$ cat src/rtl/ievt_pkg.sv
package ievt_pkg;

   localparam int DATA_W = 32;
   localparam int IDX_W  = 6;

   // Register word indices decoded from address bits [7:2]
   localparam logic [IDX_W-1:0] IDX_KIND     = 6'h06;
   localparam logic [IDX_W-1:0] IDX_POL      = 6'h07;
   localparam logic [IDX_W-1:0] IDX_MASK     = 6'h08;
   localparam logic [IDX_W-1:0] IDX_MASK_AND = 6'h09;
   localparam logic [IDX_W-1:0] IDX_MASK_OR  = 6'h10;
   localparam logic [IDX_W-1:0] IDX_PEND_SET = 6'h11;
   localparam logic [IDX_W-1:0] IDX_PEND_CLR = 6'h12;

   typedef enum logic [1:0] {
      MASK_HOLD = 2'd0,
      MASK_LOAD = 2'd1,
      MASK_AND  = 2'd2,
      MASK_OR   = 2'd3
   } mask_op_e;

   typedef struct packed {
      logic     kind_wr;
      logic     pol_wr;
      mask_op_e mask_op;
      logic     pend_set;
      logic     pend_clr;
   } wr_dec_t;

endpackage

$ cat src/rtl/ievt_decode.sv
module ievt_decode
   import ievt_pkg::*;
(
   input  logic             wr_i,
   input  logic [IDX_W-1:0] idx_i,
   output wr_dec_t          dec_o
);

   always_comb begin
      dec_o          = '0;
      dec_o.mask_op  = MASK_HOLD;
      if (wr_i) begin
         case (idx_i)
            IDX_KIND:     dec_o.kind_wr  = 1'b1;
            IDX_POL:      dec_o.pol_wr   = 1'b1;
            IDX_MASK:     dec_o.mask_op  = MASK_LOAD;
            IDX_MASK_AND: dec_o.mask_op  = MASK_AND;
            IDX_MASK_OR:  dec_o.mask_op  = MASK_OR;
            IDX_PEND_SET: dec_o.pend_set = 1'b1;
            IDX_PEND_CLR: dec_o.pend_clr = 1'b1;
            default: ;
         endcase
      end
   end

   // at most one register target per write
   always_comb begin
      a_r10_single_target: assert ($countones({dec_o.kind_wr, dec_o.pol_wr,
                                               dec_o.mask_op != MASK_HOLD,
                                               dec_o.pend_set, dec_o.pend_clr}) <= 1);
   end

endmodule

$ cat src/rtl/ievt_detect.sv
module ievt_detect #(
   parameter int NUM_LINES = 16
) (
   input  logic                 clk,
   input  logic                 rst_n,
   input  logic [NUM_LINES-1:0] line_i,
   input  logic [NUM_LINES-1:0] kind_i,
   input  logic [NUM_LINES-1:0] pol_i,
   output logic [NUM_LINES-1:0] evt_o
);

   logic [NUM_LINES-1:0] shadow_q;

   always_ff @(posedge clk or negedge rst_n) begin
      if (!rst_n) shadow_q <= '0;
      else        shadow_q <= line_i;
   end

   for (genvar g = 0; g < NUM_LINES; g++) begin : g_line
      logic rise_w;
      logic fall_w;
      assign rise_w = line_i[g] & ~shadow_q[g];
      assign fall_w = ~line_i[g] & shadow_q[g];

      always_comb begin
         case ({kind_i[g], pol_i[g]})
            2'b00:   evt_o[g] = line_i[g];
            2'b01:   evt_o[g] = ~line_i[g];
            2'b10:   evt_o[g] = rise_w;
            default: evt_o[g] = fall_w;
         endcase
      end
   end

   // an edge-kind line never fires when it matches its shadow
   a_r3_edge_needs_change: assert property (@(posedge clk) disable iff (!rst_n)
      ((evt_o & kind_i & ~(line_i ^ shadow_q)) == '0));

endmodule

$ cat src/rtl/ievt_mask.sv
module ievt_mask
   import ievt_pkg::*;
#(
   parameter int NUM_LINES = 16
) (
   input  logic                 clk,
   input  logic                 rst_n,
   input  mask_op_e             op_i,
   input  logic [NUM_LINES-1:0] data_i,
   output logic [NUM_LINES-1:0] mask_o
);

   logic [NUM_LINES-1:0] mask_q;
   logic [NUM_LINES-1:0] mask_d;

   always_comb begin
      case (op_i)
         MASK_LOAD: mask_d = data_i;
         MASK_AND:  mask_d = mask_q & data_i;
         MASK_OR:   mask_d = mask_q | data_i;
         default:   mask_d = mask_q;
      endcase
   end

   always_ff @(posedge clk or negedge rst_n) begin
      if (!rst_n) mask_q <= '0;
      else        mask_q <= mask_d;
   end

   assign mask_o = mask_q;

   a_r4_mask_load: assert property (@(posedge clk) disable iff (!rst_n)
      (op_i == MASK_LOAD) |=> (mask_o == $past(data_i)));
   a_r4_mask_and: assert property (@(posedge clk) disable iff (!rst_n)
      (op_i == MASK_AND) |=> ((mask_o & ~$past(mask_o)) == '0));
   a_r4_mask_or: assert property (@(posedge clk) disable iff (!rst_n)
      (op_i == MASK_OR) |=> ((mask_o & $past(data_i)) == $past(data_i)));
   a_r4_mask_hold: assert property (@(posedge clk) disable iff (!rst_n)
      (op_i == MASK_HOLD) |=> $stable(mask_o));

endmodule

$ cat src/rtl/ievt_pending.sv
module ievt_pending #(
   parameter int NUM_LINES = 16
) (
   input  logic                 clk,
   input  logic                 rst_n,
   input  logic                 set_wr_i,
   input  logic                 clr_wr_i,
   input  logic [NUM_LINES-1:0] data_i,
   input  logic [NUM_LINES-1:0] evt_i,
   output logic [NUM_LINES-1:0] pend_o
);

   logic [NUM_LINES-1:0] pend_q;
   logic [NUM_LINES-1:0] set_bits;
   logic [NUM_LINES-1:0] clr_bits;
   logic [NUM_LINES-1:0] pend_d;

   assign set_bits = set_wr_i ? data_i  : '0;
   assign clr_bits = clr_wr_i ? ~data_i : '0;
   // event term last so it overrides a clear on the same line
   assign pend_d   = set_bits | (pend_q & ~clr_bits) | evt_i;

   always_ff @(posedge clk or negedge rst_n) begin
      if (!rst_n) pend_q <= '0;
      else        pend_q <= pend_d;
   end

   assign pend_o = pend_q;

   a_r7_event_wins: assert property (@(posedge clk) disable iff (!rst_n)
      1'b1 |=> ((pend_o & $past(evt_i)) == $past(evt_i)));
   a_r5_set_bits: assert property (@(posedge clk) disable iff (!rst_n)
      set_wr_i |=> ((pend_o & $past(data_i)) == $past(data_i)));
   a_r6_clear_bits: assert property (@(posedge clk) disable iff (!rst_n)
      clr_wr_i |=> ((pend_o & ~$past(data_i) & ~$past(evt_i)) == '0));
   a_r2_no_spurious: assert property (@(posedge clk) disable iff (!rst_n)
      1'b1 |=> ((pend_o & ~$past(pend_o) & ~$past(evt_i) & ~$past(set_bits)) == '0));

endmodule

$ cat src/rtl/ievt_ctrl.sv
module ievt_ctrl
   import ievt_pkg::*;
#(
   parameter int NUM_LINES = 16
) (
   input  logic                 clk,
   input  logic                 rst_n,
   input  logic                 reg_wr,
   input  logic                 reg_rd,
   input  logic [7:0]           reg_addr,
   input  logic [31:0]          reg_wdata,
   output logic [31:0]          reg_rdata,
   input  logic [NUM_LINES-1:0] line_in,
   output logic [NUM_LINES-1:0] pend_flags,
   output logic                 irq_o
);

   if (NUM_LINES < 1 || NUM_LINES > DATA_W) begin : g_bad_lines
      $error("ievt_ctrl: NUM_LINES must lie in 1..32");
   end

   logic [IDX_W-1:0]     idx_w;
   logic [NUM_LINES-1:0] wdata_w;
   wr_dec_t              dec_w;
   logic [NUM_LINES-1:0] kind_q;
   logic [NUM_LINES-1:0] pol_q;
   logic [NUM_LINES-1:0] mask_w;
   logic [NUM_LINES-1:0] evt_w;
   logic [NUM_LINES-1:0] pend_w;
   logic [DATA_W-1:0]    rd_next;
   logic [DATA_W-1:0]    rdata_q;
   logic                 unused_bits;

   assign idx_w   = reg_addr[7:2];
   assign wdata_w = reg_wdata[NUM_LINES-1:0];
   assign unused_bits = ^{reg_addr[1:0], reg_wdata};

   ievt_decode u_dec (
      .wr_i  (reg_wr),
      .idx_i (idx_w),
      .dec_o (dec_w)
   );

   always_ff @(posedge clk or negedge rst_n) begin
      if (!rst_n) begin
         kind_q <= '0;
         pol_q  <= '0;
      end else begin
         if (dec_w.kind_wr) kind_q <= wdata_w;
         if (dec_w.pol_wr)  pol_q  <= wdata_w;
      end
   end

   ievt_detect #(.NUM_LINES(NUM_LINES)) u_det (
      .clk    (clk),
      .rst_n  (rst_n),
      .line_i (line_in),
      .kind_i (kind_q),
      .pol_i  (pol_q),
      .evt_o  (evt_w)
   );

   ievt_mask #(.NUM_LINES(NUM_LINES)) u_mask (
      .clk    (clk),
      .rst_n  (rst_n),
      .op_i   (dec_w.mask_op),
      .data_i (wdata_w),
      .mask_o (mask_w)
   );

   ievt_pending #(.NUM_LINES(NUM_LINES)) u_pend (
      .clk      (clk),
      .rst_n    (rst_n),
      .set_wr_i (dec_w.pend_set),
      .clr_wr_i (dec_w.pend_clr),
      .data_i   (wdata_w),
      .evt_i    (evt_w),
      .pend_o   (pend_w)
   );

   always_comb begin
      rd_next = '0;
      case (idx_w)
         IDX_KIND:     rd_next[NUM_LINES-1:0] = kind_q;
         IDX_POL:      rd_next[NUM_LINES-1:0] = pol_q;
         IDX_MASK:     rd_next[NUM_LINES-1:0] = mask_w;
         IDX_PEND_SET: rd_next[NUM_LINES-1:0] = pend_w;
         default: ;
      endcase
   end

   always_ff @(posedge clk or negedge rst_n) begin
      if (!rst_n)      rdata_q <= '0;
      else if (reg_rd) rdata_q <= rd_next;
   end

   assign reg_rdata  = rdata_q;
   assign pend_flags = pend_w;
   assign irq_o      = |(pend_w & mask_w);

   a_r9_read_pending: assert property (@(posedge clk) disable iff (!rst_n)
      (reg_rd && idx_w == IDX_PEND_SET) |=> (reg_rdata[NUM_LINES-1:0] == $past(pend_flags)));
   a_r9_read_hold: assert property (@(posedge clk) disable iff (!rst_n)
      !reg_rd |=> $stable(reg_rdata));
   a_r8_irq_needs_pending: assert property (@(posedge clk) disable iff (!rst_n)
      irq_o |-> (pend_flags != '0));

endmodule

$ cat config.mk
export PLATFORM = sky130hd
export DESIGN_NAME = ievt_ctrl
export DESIGN_NICKNAME = d
export VERILOG_FILES = /design/src/rtl/ievt_pkg.sv /design/src/rtl/ievt_decode.sv /design/src/rtl/ievt_detect.sv /design/src/rtl/ievt_mask.sv /design/src/rtl/ievt_pending.sv /design/src/rtl/ievt_ctrl.sv
export SDC_FILE = /design/constraint.sdc
export NUM_CORES = 1
export LEC_CHECK = 0
export BUFFER_PORTS_ARGS = -buffer_cell sky130_fd_sc_hd__buf_2
export CAP_MARGIN = 20
export CORE_UTILIZATION = 47
export DETAILED_ROUTE_END_ITERATION = 10
export HOLD_SLACK_MARGIN = 0.05
export PLACE_DENSITY_LB_ADDON = 0.3
export SLEW_MARGIN = 10
export SYNTH_ARGS = -nofsm -noshare
export SYNTH_HDL_FRONTEND = slang
export SYNTH_HIERARCHICAL = 1
export SYNTH_SLANG_ARGS = --single-unit
$ cat constraint.sdc
create_clock -name clk -period 1.8 [get_ports clk]
set_input_delay 0.09 -clock clk [delete_from_list [all_inputs] [get_ports clk]]
set_output_delay 0.09 -clock clk [all_outputs]
set_load 0.01 [all_outputs]
==> results of run 1 <==
## registers in the layout, indices dropped and copies added, names as in the netlist
name            cells
pol_q              16
u_mask/mask_o      16
u_det/shadow_q     16
kind_q             16
reg_rdata          16
u_pend/pend_o      16
## synthesized netlist by cell type (2+ instances only)
| master | n |
|---|---|
| buf_2 | 6 |
| nor2b_1 | 15 |
| a22o_1 | 35 |
| dfrtp_1 | 96 |
| a221oi_2 | 10 |
| clkbuf_1 | 6 |
| a221oi_1 | 10 |
| mux2_2 | 22 |
| nand4bb_1 | 2 |
| nor3_2 | 10 |
| buf_6 | 6 |
| inv_1 | 17 |
| o22ai_1 | 6 |
| o22ai_2 | 10 |
| nand2b_1 | 31 |
| nor3_1 | 25 |
| o21bai_1 | 16 |
| xnor2_1 | 2 |
| buf_4 | 19 |
| a21o_1 | 16 |
| nand3b_1 | 3 |
| nor2_1 | 17 |
| a21oi_1 | 32 |
| mux2i_1 | 16 |
| mux2_1 | 10 |
## layout make-up
type / count / area, µm²
repair buffers: 137 / 978
well taps: 136 / 170
clock inverters: 3 / 65.1
clock buffers: 12 / 155
multi-input cells: 318 / 2530
inverters: 17 / 63.8
flip-flops and latches: 96 / 2410
fillers: 869 / 4140
## power by group
part	total, mW	leakage [nW]	internal [mW]	switching, mW
registers	2.58	1.18	2.36	0.220
logic	0.895	1.58	0.489	0.406
clock network	1.59	0.112	0.850	0.738
total	5.06	2.88	3.70	1.36
## kinds of logic after synthesis
| family | synth area share [%] |
|---|---|
| other | 0.0726 |
| buffers and inverters | 6.69 |
| muxes | 10.1 |
| xor gates and xnor gates | 0.509 |
| and+or+nand+nor | 13.9 |
| DFF | 46.5 |
| AOI/OAI and AO/OA | 22.2 |
## per-stage QoR
stage	power, mW	setup WS [ns]	cell area, µm²	hold slack, ns	cells
floorplan	3.11	0.184	5220	-0.206	470
global placement	3.34	0.115	5710	0.107	661
detailed placement	3.39	0.0837	5710	0.107	661
CTS	5.05	0.00577	6280	0.219	709
global route	5.29	0.00326	6370	0.221	719
finish	5.06	0.0786	6370	0.240	719
## how the worst max path moves through the flow
stage | to | slack, ns | cells after the start
after CTS | irq_o | 0.006 | 4
final | irq_o | 0.08 | 4
after global routing | irq_o | 0.003 | 4
after global placement | u_mask/mask_o[2] | 0.11 | 6
after detailed placement | u_mask/mask_o[6] | 0.08 | 6
after floorplan | u_mask/mask_o[0] | 0.18 | 5
## per-layer routing
metal | track usage [%] | wire (µm) | share of wire, % | up-vias
met5 | 0 | 0 | 0 | -
met4 | 7.73 | 123 | 0.97 | 0
met3 | 5.05 | 526 | 4.1 | 13
met2 | 38.3 | 6480 | 51 | 108
met1 | 30.6 | 5550 | 44 | 2035
li1 | - | - | - | 1898
## repair_timing
item	in CTS	in global routing
resized for setup	5	3
endpoints found under the setup margin	1	1
buffers inserted	0	10
pin swaps	1	1
endpoints found under the hold margin	100	0
hold buffers	33	0
==> run_results.csv, run 1 <==
group,metric,value,unit
critical_path,cp.arrival,1.63,ns
floorplan,rows,37,
synthesis,ys.flop_type,"dfrtp_1",
critical_path,cp_slowest_cell,"dfrtp_1",
sta,max_freq,581,MHz
critical_path,critical_path_peak_fanout,4,
clock_network,cts-root-buf,"clkbuf_8",
critical_path,ff2ff_path_depth,4,
hold_path,holdPathEnd,"reg_rdata[14]",
synthesis,synth_edf_count,0,
floorplan,dieArea,11400,µm²
critical_path,crit_type,"register to output pin",
sta,grt_setup_unrepaired,"no",
clock_network,clk_latency,0.37,ns
status,status,"finished, final reports clean",
floorplan,fp.dieW,107,µm
global_route,antenna_found_initial,0,
layout,drive_above_1_share,32.8,%
synthesis,async_flop_share,100,%
sta,finalHoldViolCount,0,
sta,setup_tns,0,ns
power,vdd_ir_drop_max,580,µV
layout,final_common_cell,"dfrtp_1",
hold_path,hold_path_depth,2,
critical_path,cpLargestDelayFamily,"compound AO/OA/AOI/OAI gates",
synthesis,yosysWarnings,6,
global_route,grt_pass1_wl,20400,µm
layout,nets,639,
critical_path,cp_slowest_stage_delay,0.44,ns
floorplan,core-area,10500,µm²
route,dr.first_iter.drc_count,217,
route,dr.pass1.iters,4,
sta,finalCritPeriodShare,95.6,%
synthesis,synth.distinct_cells,42,
clock_network,clkTransAtPathRegs,0.09,ns
critical_path,r2r_end,"reg_rdata[4]",
critical_path,cp.required,1.71,ns
synthesis,synth_area_leaders,"dfrtp_1, a22o_1, mux2_2, nand2b_1, a21oi_1",
clock_network,clk_path_buf_depth,2,
clock_network,cts_made_buffers,9,
critical_path,worstPathCellList,"a22o_1 > a221oi_2 > nand4_1 > buf_2",
floorplan,io_pins,109,
global_route,grt_max_degree,42,
power,leakage,2.88,nW
job,timing.max_cap.violations,0,
sta,max_slew_margin,56.6,%
critical_path,end_kind,"output pin",
hold_path,min_path_type,"input pin to register",
place,gp_congestion,0.794,
clock_network,cts_tree,"yes",
hold_path,hold_start,"reg_rd",
floorplan,start_util,49.1,%
clock_network,cts_htree_levels,3,
place,portBuffers,74,
floorplan,die_y,107,µm
synthesis,ys_seq_area_share,46.5,%
place,dp_hpwl,8560,µm
sta,setup_viol,0,
global_route,grt_usage,23.3,%
global_route,grt_remaining_overflow,0,
synthesis,netlist.area_leader.share,46.5,%
sta,tightest_slew,0.648,ns
critical_path,startpoint,"u_mask/mask_o[0]",
layout,final_cell_mix,"dfrtp_1, buf_2, a22o_1",
synthesis,synth_top_cell_by_area,"dfrtp_1",
synthesis,synth_area,5160,µm²
critical_path,worstReg2RegStart,"pol_q[4]",
synthesis,avgSynthCellArea,11.4,µm²
route,post_drt_wl_per_cell,17.6,µm
route,drc,0,
route,via_per_inst,5.64,
synthesis,syn_inst,455,
critical_path,path_buf_inv,1,
layout,antennaDiodeCount,0,
global_route,grt_pass1_vias,3938,
clock_network,clock_sinks,96,
sta,fin_skew,0.00671,ns
synthesis,synth-seq-cells,96,
layout,area_growth,23.3,%
route,drt_wl_total,12700,µm
power,cellPowerDensity,795,nW/µm²
critical_path,r2r_slack,0.54,ns
sta,drv_slew,0,
layout,final_core_util,60.6,%
route,vias,4054,
route,ant_nets,0,
critical_path,crit_path_start_kind,"register",
sta,min_period,1.72,ns
Note: power is estimated with default switching activity, not from simulation.
==> inputs of run 2 (changes only) <==
Settings changed: CORE_UTILIZATION 47 to 42, GPL_TIMING_DRIVEN set to 0, SETUP_SLACK_MARGIN set to 0.02.
==> run 2 against run 1 <==
Fmax down 1.1%. First-iteration DRC count down 4.6%. Die area up 12%. Register-to-register slack improved by 0.02 ns. Power is 11% higher. Largest power group unchanged.
==> run_results.csv, run 2 (same netlist as run 1, synthesis figures left out) <==
group,metric,value,unit
status,status,"finished, final reports clean",
layout,ff_latch_area,2410,µm²
global_route,grt_usage,21.9,%
sta,setup_viol,0,
global_route,grt_remaining_overflow,0,
clock_network,clock_sinks,96,
route,dr.pass1.iters,6,
sta,drv_slew,0,
power,cellPowerDensity,878,nW/µm²
sta,setup_ws,0.0590,ns
job,timing.max_cap.violations,0,
route,vias,4051,
clock_network,clk_path_buf_depth,2,
layout,final_common_cell,"dfrtp_1",
critical_path,ff2ff_path_depth,4,
route,dr.first_iter.drc_count,207,
critical_path,critical_path_peak_fanout,5,
layout,fill_cells,1075,
critical_path,startpoint,"u_pend/pend_o[11]",
sta,finalCritPeriodShare,96.7,%
layout,final_area,6380,µm²
sta,max_freq,574,MHz
layout,area_growth,23.5,%
clock_network,cts_htree_levels,3,
global_route,antenna_found_initial,0,
route,via_per_inst,5.55,
clock_network,clk_latency,0.34,ns
place,dpl.cell_count,691,
sta,fin_skew,0.00459,ns
place,gp_congestion,0.786,
place,portBuffers,73,
layout,finalNonFillerCells,730,
route,post_drt_wl_per_cell,18.3,µm
layout,drive_above_1_share,32.8,%
sta,min_period,1.74,ns
floorplan,dieArea,12700,µm²
clock_network,cts_tree,"yes",
critical_path,r2r_slack,0.56,ns
hold_path,holdPathEnd,"kind_q[12]",
floorplan,start_util,43.0,%
floorplan,io_pins,109,
hold_path,hold_path_depth,2,
layout,antennaDiodeCount,0,
clock_network,clkTransAtPathRegs,0.07,ns
critical_path,cp.required,1.71,ns
floorplan,rows,40,
layout,multiInputGateArea,2500,µm²
global_route,grt_pass1_wl,21500,µm
layout,final_cell_mix,"dfrtp_1, buf_2, a22o_1",
sta,finalHoldViolCount,0,
place,dp_hpwl,9340,µm
sta,grt_setup_unrepaired,"no",
power,vdd_ir_drop_max,416,µV
critical_path,crit_type,"register to output pin",
global_route,grt_max_degree,59,
hold_path,hold_start,"reg_wdata[12]",
critical_path,worstReg2RegStart,"pol_q[15]",
critical_path,r2r_end,"reg_rdata[15]",
layout,nets,638,
floorplan,fp.dieW,113,µm
sta,tightest_slew,0.806,ns
floorplan,core-area,12000,µm²
place,placement.cell_area,5790,µm²
route,drt_wl_total,13400,µm
place,pre_cts_slack,-0.338,ns
hold_path,min_path_type,"input pin to register",
route,drc,0,
critical_path,cp.arrival,1.65,ns
floorplan,die_y,113,µm
sta,max_slew_margin,46.3,%
critical_path,end_kind,"output pin",
clock_network,cts-root-buf,"clkbuf_16",
critical_path,crit_path_start_kind,"register",
global_route,grt_pass1_vias,4119,
clock_network,cts_made_buffers,9,
route,ant_nets,0,
power,leakage,2.91,nW
[run 2: cell count changes in the layout (fill, tap and decap cells not counted), sizes merged]
cell | previous run | this run
buf | 104 | 109
bufinv | 2 | 3
clkbuf | 12 | 16
clkinv | 1 | 2
clkinvlp | 0 | 1
dlygate4sd3 | 33 | 21
[run 2: what timing repair did]
item	CTS	global route
hold buffers	21	0
setup endpoints to repair	1	16
pin swaps	0	1
buffers inserted	0	2
resized for setup	1	6
endpoints found under the hold margin	78	0
[run 2: power by group]
part           leakage (nW)  switching [mW]  internal (mW)
Sequential             1.18           0.227           2.36
Clock                 0.162           0.804           1.35
Combinational          1.57           0.397          0.461
[run 2: stage by stage]
| step | hold WS, ns | utilization, % | setup TNS [ns] | total power [mW] |
|---|---|---|---|---|
| final | 0.0602 | 53.1 | 0 | 5.60 |
| after floorplan | -0.206 | - | 0 | 3.11 |
| after global placement | 0.224 | 48.0 | -34.74 | 3.35 |
| after global routing | 0.0511 | 53.1 | 0 | 5.83 |
| after CTS | 0.0501 | 52.8 | 0 | 5.61 |
| after detailed placement | 0.208 | 48.2 | -8.41 | 3.41 |
[run 2: worst max-delay path by stage]
stage | end | slack, ns
3_3_place_gp | u_det/shadow_q[3] | -0.29
2_1_floorplan | u_mask/mask_o[0] | 0.18
4_1_cts | u_mask/mask_o[13] | 0.02
6_report | irq_o | 0.06
3_5_place_dp | u_mask/mask_o[2] | -0.34
5_1_grt | irq_o | 0.02
[run 2: cell type report]
class	instances	area share, %
flip-flops and latches	96	37.7
clock buffers	10	3.59
well taps	147	2.88
clock inverters	6	1.69
multi-input cells	318	39.1
plain buffers	39	4.41
inverters	17	1.00
repair buffers	97	9.61
[run 2: critical path, cell delays in order (launching register included)]
cell and delay, ns:
dfrtp_1 0.46, a22o_1 0.26, a221oi_1 0.23, nand4_1 0.17
buf_2 0.18
[run 2: routing by layer]
layer	part of all wire [%]	track usage, %	wire length, µm
met1	44	27.8	5900
met2	50	38.1	6720
met4	1.4	7.81	191
met3	4.2	3.48	558
met5	0	0	0
==> inputs of run 3 (changes only) <==
Settings changed: CELL_PAD_IN_SITES_DETAIL_PLACEMENT set to 1, CELL_PAD_IN_SITES_GLOBAL_PLACEMENT set to 2, CORE_UTILIZATION 42 to 38, GPL_ROUTABILITY_DRIVEN set to 1.
==> run 3 against run 2 <==
Critical path depth stayed put. Fmax is 0.62% higher. First-iteration DRC count is 4.8% higher. Critical endpoint unchanged. Largest power group unchanged.
==> run_results.csv, run 3 (same netlist as run 1, synthesis figures left out) <==
group,metric,value,unit
sta,max_slew_margin,47.6,%
layout,final_area,6420,µm²
sta,setup_ws,0.0698,ns
critical_path,crit_path_start_kind,"register",
route,vias,4092,
sta,fin_skew,0.00525,ns
critical_path,cp_slowest_stage_delay,0.47,ns
layout,final_common_cell,"dfrtp_1",
critical_path,crit_type,"register to output pin",
clock_network,cts_tree,"yes",
critical_path,worstPathCellList,"a22o_1 > a221oi_2 > nand4_1 > buf_2",
power,cellPowerDensity,811,nW/µm²
sta,whs,0.0525,ns
clock_network,cts_htree_levels,3,
place,portBuffers,73,
clock_network,cts_made_buffers,9,
layout,final_core_util,48.5,%
floorplan,core-area,13200,µm²
sta,max_freq,578,MHz
sta,tightest_slew,0.786,ns
place,pre_cts_slack,-0.367,ns
layout,nets,646,
route,drt_wl_total,14800,µm
power,leakage,2.91,nW
route,via_per_inst,5.34,
floorplan,rows,42,
place,gp_congestion,0.802,
layout,drive_above_1_share,32.9,%
sta,grt_setup_unrepaired,"no",
layout,antennaDiodeCount,0,
floorplan,io_pins,109,
sta,finalCritPeriodShare,96.1,%
global_route,grt_max_degree,64,
critical_path,cp.required,1.71,ns
clock_network,clkTransAtPathRegs,0.07,ns
sta,setup_viol,0,
global_route,grt_pass1_wl,23600,µm
floorplan,dieArea,14100,µm²
global_route,antenna_found_initial,0,
route,drc,0,
clock_network,clock_sinks,96,
clock_network,cts-root-buf,"clkbuf_16",
sta,finalHoldViolCount,0,
critical_path,cpLargestDelayFamily,"flip-flops",
hold_path,min_path_type,"input pin to register",
global_route,grt_remaining_overflow,0,
layout,final_cell_mix,"dfrtp_1, buf_2, a22o_1",
critical_path,cp.arrival,1.64,ns
floorplan,start_util,39.0,%
route,dr.first_iter.drc_count,217,
route,ant_nets,0,
route,dr.pass1.iters,4,
floorplan,fp.dieW,119,µm
floorplan,die_y,119,µm
place,placement.cell_area,5840,µm²
clock_network,clk_path_buf_depth,2,
power,vdd_ir_drop_max,868,µV
route,post_drt_wl_per_cell,19.3,µm
critical_path,end_kind,"output pin",
clock_network,clk_latency,0.35,ns
layout,area_growth,24.4,%
sta,min_period,1.73,ns
place,dp_hpwl,10100,µm
status,status,"finished, final reports clean",
sta,drv_slew,0,
job,timing.max_cap.violations,0,
critical_path,cp_slowest_cell,"dfrtp_2",
critical_path,path_buf_inv,1,
global_route,grt_pass1_vias,4338,
global_route,grt_usage,22.1,%
critical_path,critical_path_peak_fanout,5,
-- run 3: cell count changes in the layout (fill, tap and decap cells not counted), sizes merged --
cell / before / now
dlygate4sd3: 21 / 28
bufinv: 3 / 0
clkbuf: 16 / 18
clkinv: 2 / 3
-- run 3: per-layer routing --
layer	vias up	GRT usage, %	part of all wire (%)
met5	-	0	0
met4	0	6.17	1.6
met2	84	38.0	51
met3	18	4.87	3.8
met1	2083	27.8	44
li1	1907	-	-
-- run 3: stage by stage --
step / power, mW / setup TNS, ns / cells
2_1_floorplan: 3.11 / 0 / 470
3_3_place_gp: 3.37 / -48.65 / 719
3_5_place_dp: 3.43 / -11.79 / 720
4_1_cts: 5.25 / 0 / 763
5_1_grt: 5.47 / 0 / 766
6_report: 5.21 / 0 / 766
-- run 3: final cells by class --
class | instances | area (µm²)
Buffer | 39 | 283
Clock buffer | 11 | 233
Clock inverter | 4 | 22.5
Fill cell | 1503 | 6820
Inverter | 17 | 63.8
Multi-Input combinational cell | 318 | 2500
Sequential cell | 96 | 2410
Tap cell | 176 | 220
Timing Repair Buffer | 105 | 696
-- run 3: worst paths after layout --
| check | depth (start not counted) | from | slack (ns) | end |
|---|---|---|---|---|
| worst max-delay path | 4 | u_pend/pend_o[1] | 0.07 | irq_o |
| worst min-delay path | 2 | reg_wdata[6] | 0.05 | pol_q[6] |
| worst max register to register | 4 | pol_q[4] | 0.54 | reg_rdata[4] |
| worst min register to register | 2 | reg_rdata[2] | 0.53 | reg_rdata[2] |
| max in group asynchronous | 3 | rst_n | 0.87 | u_mask/mask_o[9] |
| min in group asynchronous | 2 | rst_n | 0.23 | u_det/shadow_q[12] |
-- run 3: repair_timing --
item	in CTS	in global routing
buffers inserted	0	2
pin swaps	2	1
endpoints found under the hold margin	67	0
setup endpoints to repair	2	3
hold buffers	28	0
resized for setup	5	7
-- run 3: report_power, final --
part / switching [mW] / total (mW) / internal (mW)
clock network: 0.817 / 1.74 / 0.923
registers: 0.236 / 2.60 / 2.36
logic: 0.405 / 0.871 / 0.466
